### src/rtl/crc_accum_pkg.sv
package crc_accum_pkg;

   typedef enum logic [1:0] {
      RSEL_NONE = 2'd0,
      RSEL_DATA = 2'd1,
      RSEL_CTRL = 2'd2
   } rd_sel_e;

   typedef struct packed {
      logic    data_wr;
      logic    restart;
      logic    rd;
      rd_sel_e rd_sel;
   } bus_dec_t;

endpackage

### src/rtl/crc_accum_regdec.sv
module crc_accum_regdec
   import crc_accum_pkg::*;
#(
   parameter int unsigned ADDR_W   = 4,
   parameter int unsigned DATA_OFS = 0,
   parameter int unsigned CTRL_OFS = 8
) (
   input  logic              valid,
   input  logic              we,
   input  logic [ADDR_W-1:0] addr,
   input  logic              restart_bit,
   output bus_dec_t          dec
);

   localparam logic [ADDR_W-1:0] DataA = ADDR_W'(DATA_OFS);
   localparam logic [ADDR_W-1:0] CtrlA = ADDR_W'(CTRL_OFS);

   generate
      if (DATA_OFS == CTRL_OFS) begin : g_bad_map
         $error("crc_accum_regdec: register offsets collide");
      end
      if (DATA_OFS >= (1 << ADDR_W) || CTRL_OFS >= (1 << ADDR_W)) begin : g_bad_ofs
         $error("crc_accum_regdec: offset outside address space");
      end
   endgenerate

   logic hit_data, hit_ctrl;

   always_comb begin
      hit_data    = (addr == DataA);
      hit_ctrl    = (addr == CtrlA);
      dec.data_wr = valid & we & hit_data;
      dec.restart = valid & we & hit_ctrl & restart_bit;
      dec.rd      = valid & ~we;
      if (hit_data)      dec.rd_sel = RSEL_DATA;
      else if (hit_ctrl) dec.rd_sel = RSEL_CTRL;
      else               dec.rd_sel = RSEL_NONE;
   end

endmodule

### src/rtl/crc_accum_guard.sv
module crc_accum_guard #(
   parameter int unsigned GUARD_CYC = 2
) (
   input  logic clk,
   input  logic rst_n,
   input  logic start,
   output logic busy
);

   localparam int unsigned CNT_W = $clog2(GUARD_CYC + 1);
   localparam logic [CNT_W-1:0] FullCnt = CNT_W'(GUARD_CYC);

   generate
      if (GUARD_CYC < 1) begin : g_bad_guard
         $error("crc_accum_guard: GUARD_CYC must be at least 1");
      end
   endgenerate

   logic [CNT_W-1:0] cnt_q;

   always_ff @(posedge clk or negedge rst_n) begin
      if (!rst_n)             cnt_q <= '0;
      else if (start)         cnt_q <= FullCnt;
      else if (cnt_q != '0)   cnt_q <= cnt_q - 1'b1;
   end

   assign busy = (cnt_q != '0);

   p_window_opens_r6: assert property (@(posedge clk) disable iff (!rst_n)
      start |=> busy);

   p_window_closes_r5: assert property (@(posedge clk) disable iff (!rst_n)
      (busy && cnt_q == CNT_W'(1) && !start) |=> !busy);

   p_restart_full_r9: assert property (@(posedge clk) disable iff (!rst_n)
      (busy && start) |=> (busy && cnt_q == FullCnt));

endmodule

### src/rtl/crc_accum_engine.sv
module crc_accum_engine #(
   parameter int unsigned   CRC_W  = 32,
   parameter int unsigned   DATA_W = 32,
   parameter logic [31:0]   POLY   = 32'h04C1_1DB7,
   parameter logic [31:0]   SEED   = 32'hFFFF_FFFF
) (
   input  logic              clk,
   input  logic              rst_n,
   input  logic              reseed,
   input  logic              wr_en,
   input  logic              hold,
   input  logic [DATA_W-1:0] data,
   output logic [CRC_W-1:0]  crc
);

   localparam logic [CRC_W-1:0] PolyW = CRC_W'(POLY);
   localparam logic [CRC_W-1:0] SeedW = CRC_W'(SEED);

   generate
      if (CRC_W < 2 || CRC_W > 32) begin : g_bad_crc_w
         $error("crc_accum_engine: CRC_W out of range");
      end
      if (DATA_W < 1 || DATA_W > 64) begin : g_bad_data_w
         $error("crc_accum_engine: DATA_W out of range");
      end
   endgenerate

   logic [CRC_W-1:0] crc_q;
   logic [CRC_W-1:0] stage [DATA_W+1];
   logic             accept;

   assign stage[0] = crc_q;

   generate
      for (genvar g = 0; g < DATA_W; g++) begin : g_bit
         logic fb;
         assign fb         = stage[g][CRC_W-1] ^ data[DATA_W-1-g];
         assign stage[g+1] = {stage[g][CRC_W-2:0], 1'b0} ^ (fb ? PolyW : '0);
      end
   endgenerate

   assign accept = wr_en & ~hold;

   always_ff @(posedge clk or negedge rst_n) begin
      if (!rst_n)      crc_q <= SeedW;
      else if (reseed) crc_q <= SeedW;
      else if (accept) crc_q <= stage[DATA_W];
   end

   assign crc = crc_q;

   p_reseed_value_r3: assert property (@(posedge clk) disable iff (!rst_n)
      reseed |=> (crc == SeedW));

   p_drop_in_window_r4: assert property (@(posedge clk) disable iff (!rst_n)
      (hold && !reseed) |=> $stable(crc));

   p_quiet_hold_r11: assert property (@(posedge clk) disable iff (!rst_n)
      (!wr_en && !reseed) |=> $stable(crc));

endmodule

### src/rtl/crc_accum_top.sv
module crc_accum_top
   import crc_accum_pkg::*;
#(
   parameter int unsigned ADDR_W    = 4,
   parameter int unsigned BUS_W     = 32,
   parameter int unsigned GUARD_CYC = 2,
   parameter int unsigned DATA_OFS  = 0,
   parameter int unsigned CTRL_OFS  = 8,
   parameter int unsigned RST_BIT   = 0
) (
   input  logic              clk,
   input  logic              rst_n,
   input  logic              bus_valid,
   input  logic              bus_we,
   input  logic [ADDR_W-1:0] bus_addr,
   input  logic [BUS_W-1:0]  bus_wdata,
   output logic [BUS_W-1:0]  bus_rdata
);

   generate
      if (RST_BIT >= BUS_W) begin : g_bad_bit
         $error("crc_accum_top: RST_BIT outside bus");
      end
      if (BUS_W != 32) begin : g_bad_bus
         $error("crc_accum_top: bus must be 32 bits wide");
      end
   endgenerate

   bus_dec_t         dec;
   logic             busy;
   logic [BUS_W-1:0] crc;
   logic [BUS_W-1:0] ctrl_word;
   logic [BUS_W-1:0] rd_next;
   logic [BUS_W-1:0] rdata_q;

   crc_accum_regdec #(
      .ADDR_W  (ADDR_W),
      .DATA_OFS(DATA_OFS),
      .CTRL_OFS(CTRL_OFS)
   ) u_dec (
      .valid      (bus_valid),
      .we         (bus_we),
      .addr       (bus_addr),
      .restart_bit(bus_wdata[RST_BIT]),
      .dec        (dec)
   );

   crc_accum_guard #(
      .GUARD_CYC(GUARD_CYC)
   ) u_guard (
      .clk  (clk),
      .rst_n(rst_n),
      .start(dec.restart),
      .busy (busy)
   );

   crc_accum_engine #(
      .CRC_W (BUS_W),
      .DATA_W(BUS_W)
   ) u_eng (
      .clk   (clk),
      .rst_n (rst_n),
      .reseed(dec.restart),
      .wr_en (dec.data_wr),
      .hold  (busy),
      .data  (bus_wdata),
      .crc   (crc)
   );

   always_comb begin
      ctrl_word          = '0;
      ctrl_word[RST_BIT] = busy;
      rd_next            = '0;
      if (dec.rd) begin
         unique case (dec.rd_sel)
            RSEL_DATA: rd_next = crc;
            RSEL_CTRL: rd_next = ctrl_word;
            default:   rd_next = '0;
         endcase
      end
   end

   always_ff @(posedge clk or negedge rst_n) begin
      if (!rst_n) rdata_q <= '0;
      else        rdata_q <= rd_next;
   end

   assign bus_rdata = rdata_q;

   p_ctrl_shows_busy_r6: assert property (@(posedge clk) disable iff (!rst_n)
      (bus_valid && !bus_we && bus_addr == ADDR_W'(CTRL_OFS) && busy)
      |=> bus_rdata[RST_BIT]);

   p_no_read_zero_r10: assert property (@(posedge clk) disable iff (!rst_n)
      !(bus_valid && !bus_we) |=> (bus_rdata == '0));

   p_ctrl_upper_zero_r10: assert property (@(posedge clk) disable iff (!rst_n)
      (bus_valid && !bus_we && bus_addr == ADDR_W'(CTRL_OFS))
      |=> ($countones(bus_rdata) <= 1));

endmodule

### config.mk
export PLATFORM = sky130hd
export DESIGN_NAME = crc_accum_top
export DESIGN_NICKNAME = d
export VERILOG_FILES = /design/src/rtl/crc_accum_pkg.sv /design/src/rtl/crc_accum_regdec.sv /design/src/rtl/crc_accum_guard.sv /design/src/rtl/crc_accum_engine.sv /design/src/rtl/crc_accum_top.sv
export SDC_FILE = /design/constraint.sdc
export NUM_CORES = 1
export LEC_CHECK = 0
export BUFFER_PORTS_ARGS = -buffer_cell sky130_fd_sc_hd__buf_4
export CAP_MARGIN = 20
export CORE_ASPECT_RATIO = 1.1
export CORE_MARGIN = 4
export CORE_UTILIZATION = 30
export DETAILED_ROUTE_END_ITERATION = 8
export PLACE_DENSITY = 0.58
export SLEW_MARGIN = 10
export SYNTH_ARGS = -nofsm -noshare
export SYNTH_HDL_FRONTEND = slang
export SYNTH_HIERARCHICAL = 1
export SYNTH_SLANG_ARGS = --single-unit
### constraint.sdc
create_clock -name clk -period 4.58 [get_ports clk]
set_clock_uncertainty 0.15 [all_clocks]
set_input_delay 0.458 -clock clk [delete_from_list [all_inputs] [get_ports clk]]
set_output_delay 0.458 -clock clk [all_outputs]
set_load 0.05 [all_outputs]
==> results_dict.tcl <==
set metrics [dict create \
    synth_cell_type_count 35 \
    synth_edf_count 0 \
    post_route_cells_drive_above_1_share 0.383 \
    tns_ps 0 \
    critPathMostFrequentCell "xnor3_1" \
    ctsHoldBuffers 0 \
    insertion_delay_ps 340 \
    fillers 1829 \
    finish.utilization 0.380 \
    track_usage 0.162 \
    grt_pass1_wl_um 25100 \
    grt-ovfl-total 0 \
    cp-start-kind "register" \
    synthArstFlopShare 1.00 \
    ant_nets 0 \
    syn2layout_area_growth_pct 24.7 \
    end_kind "register" \
    finalCritPeriodShare 0.926 \
    wl_per_cell_um 20.1 \
    setup_violations 0 \
    ys_ff_latch 66 \
    hp-class "primary input to asynchronous set/reset pin" \
    drtIter0Drc 161 \
    grt_antenna_before_repair 0 \
    die_h_um 151 \
    clockBufferDepth 2 \
    die_w_um 138 \
    fin_crit_ps 4240 \
    place_hpwl_um 13400 \
    cts_tree "yes" \
    post_cts_buffers 0 \
    via_count 3618 \
    grt_pass1_vias 4009 \
    synth_area_sq_um 5590 \
    synthCells 458 \
    gp_congestion 0.911 \
    start_util 0.304 \
    fp.dieArea_sq_um 20900 \
    crit_path_cell_trace "xor2_4, xor3_1, xor2_1, xor2_2, xnor3_1, xnor2_2, xnor3_1, xnor3_1, o22a_1" \
    coreArea_sq_um 18300 \
    diodes 0 \
    dp_slack_ps 286 \
    cts_resized 0 \
    rsz0062_at_grt "no" \
    cts_buffers 9 \
    worstPathArrival_ps 4360 \
    routed_wl_um 16400 \
    fp-row-count 52 \
    setup_ws_ps 341 \
    io_buffers 71 \
    placed_cells 802 \
    grt_max_degree 67 \
    cpMaxStageDelayCell "dfstp_2" \
    drv_cap 0 \
    slew-limit-headroom 0.406 \
    slew_viol_final 0 \
    via_per_inst 4.42 \
    cp.required_ps 4700 \
    fmax_ghz 0.236 \
    syn_nets 501 \
    seq_area_sq_um 1690 \
    status "finished, final reports clean" \
    critPathKind "register to register" \
    synth-main-ff-cell "dfrtp_1" \
    multi_input_area_sq_um 3800 \
    ys_warn_count 6 \
    h-tree-depth 3 \
    yosysSeqAreaShare 0.303 \
    syn_area_per_cell_sq_um 12.2 \
    drt-pass1-iter-count 4 \
    clockRootBuffer "clkbuf_16" \
    fin_cells 818 \
    final-hold-violation-count 0 \
    cts.clk_slew.worst_paths_ps 60 \
    path_max_fanout 7 \
    fin_nets 614 \
    critPathMaxStageDelay_ps 590 \
    drc_errors 0 \
    tightestPinTransition_ps 890 \
    cts.sinks 66 \
    io_pins 72 \
]
## state kept, by name, summed over array words and instances, names as in the netlist
name and count:
bus_rdata 32, u_guard/cnt_q 2, u_eng/crc 32
## stage by stage
| step | instance area, sq um | hold slack, ps |
|---|---|---|
| after floorplan | 5590 | 12.4 |
| after CTS | 6950 | 101 |
| final | 6960 | 69.1 |
| after global placement | 6680 | 357 |
| after detailed placement | 6700 | 357 |
| after global routing | 6960 | 138 |
## worst max-delay path, delay by kind of cell, from the launching register on
| family | cells | cell delay [ps] |
|---|---|---|
| XOR/XNOR | 8 | 3260 |
| flip-flops | 1 | 590 |
| AO/OA/AOI/OAI | 1 | 170 |
## layout by cell type (no fill, tap or decap), types with 2 or more instances in the layout
cell and instances:
xnor2_1 159, buf_4 114, xor2_1 37, dfrtp_1 34
xnor3_1 33, dfstp_2 32, nor2_1 31, and3_2 29
a21oi_1 29, xnor2_2 12, clkbuf_16 9, inv_1 7
xnor3_2 7, and3_1 4, ha_1 3, clkbuf_1 3
xor2_4 3, xor3_1 3, xor3_2 3, clkinv_2 2
buf_8 2, xor2_2 2, a21o_1 2, o22a_1 2
## synthesized netlist by cell type, types with 4 or more instances
master,instances,area share
inv_1,7,0.0047
xnor3_1,33,0.13
and3_1,4,0.0045
xnor2_2,12,0.035
nor2_1,31,0.021
xnor2_1,159,0.25
buf_2,4,0.0036
a21oi_1,29,0.026
dfrtp_1,34,0.15
xor2_1,37,0.058
dfstp_2,32,0.15
xnor3_2,7,0.030
clkbuf_1,6,0.0040
and3_2,29,0.039
## metal layers
metal  global-route usage  routed length, um  up-vias
met1                0.211               7210     1787
met2                0.279               8090       96
met4               0.0440                214        0
met5                    0                  0        -
met3               0.0300                932       16
li1                     -                  -     1719
## logic make-up after synthesis
group           Yosys count  synth area share
fa+ha+maj                 3           0.00672
xor+xnor                261             0.562
compound gates           35            0.0343
buf+inv                  21            0.0164
flops                    66             0.303
simple gates             72            0.0780
## path summary, 6_finish.rpt
path                       depth (start not counted)  slack, ps                        end                 startpoint
setup / recovery                                   9        340  u_eng/crc[10]$_DFFE_PN1P_  u_eng/crc[26]$_DFFE_PN1P_
hold / removal                                     1         70    bus_rdata[20]$_DFF_PN0_                      rst_n
setup reg to reg                                   9        340  u_eng/crc[10]$_DFFE_PN1P_  u_eng/crc[26]$_DFFE_PN1P_
hold reg to reg                                    2        370  u_eng/crc[19]$_DFFE_PN1P_  u_eng/crc[19]$_DFFE_PN1P_
max in group asynchronous                          1       3650     bus_rdata[4]$_DFF_PN0_                      rst_n
min in group clk                                   2        370  u_eng/crc[19]$_DFFE_PN1P_  u_eng/crc[19]$_DFFE_PN1P_
## layout make-up
cell class | count | share of cell area
multi-input combinational | 371 | 0.546
inverter | 7 | 0.00377
clock inverter | 3 | 0.00252
clock buffer | 12 | 0.0340
timing repair buffer | 116 | 0.127
sequential | 66 | 0.243
tap | 243 | 0.0437
Power is left out: the tool's default activity adds up to more than one toggle a clock period on the data nets, which glitch-free logic cannot reach.
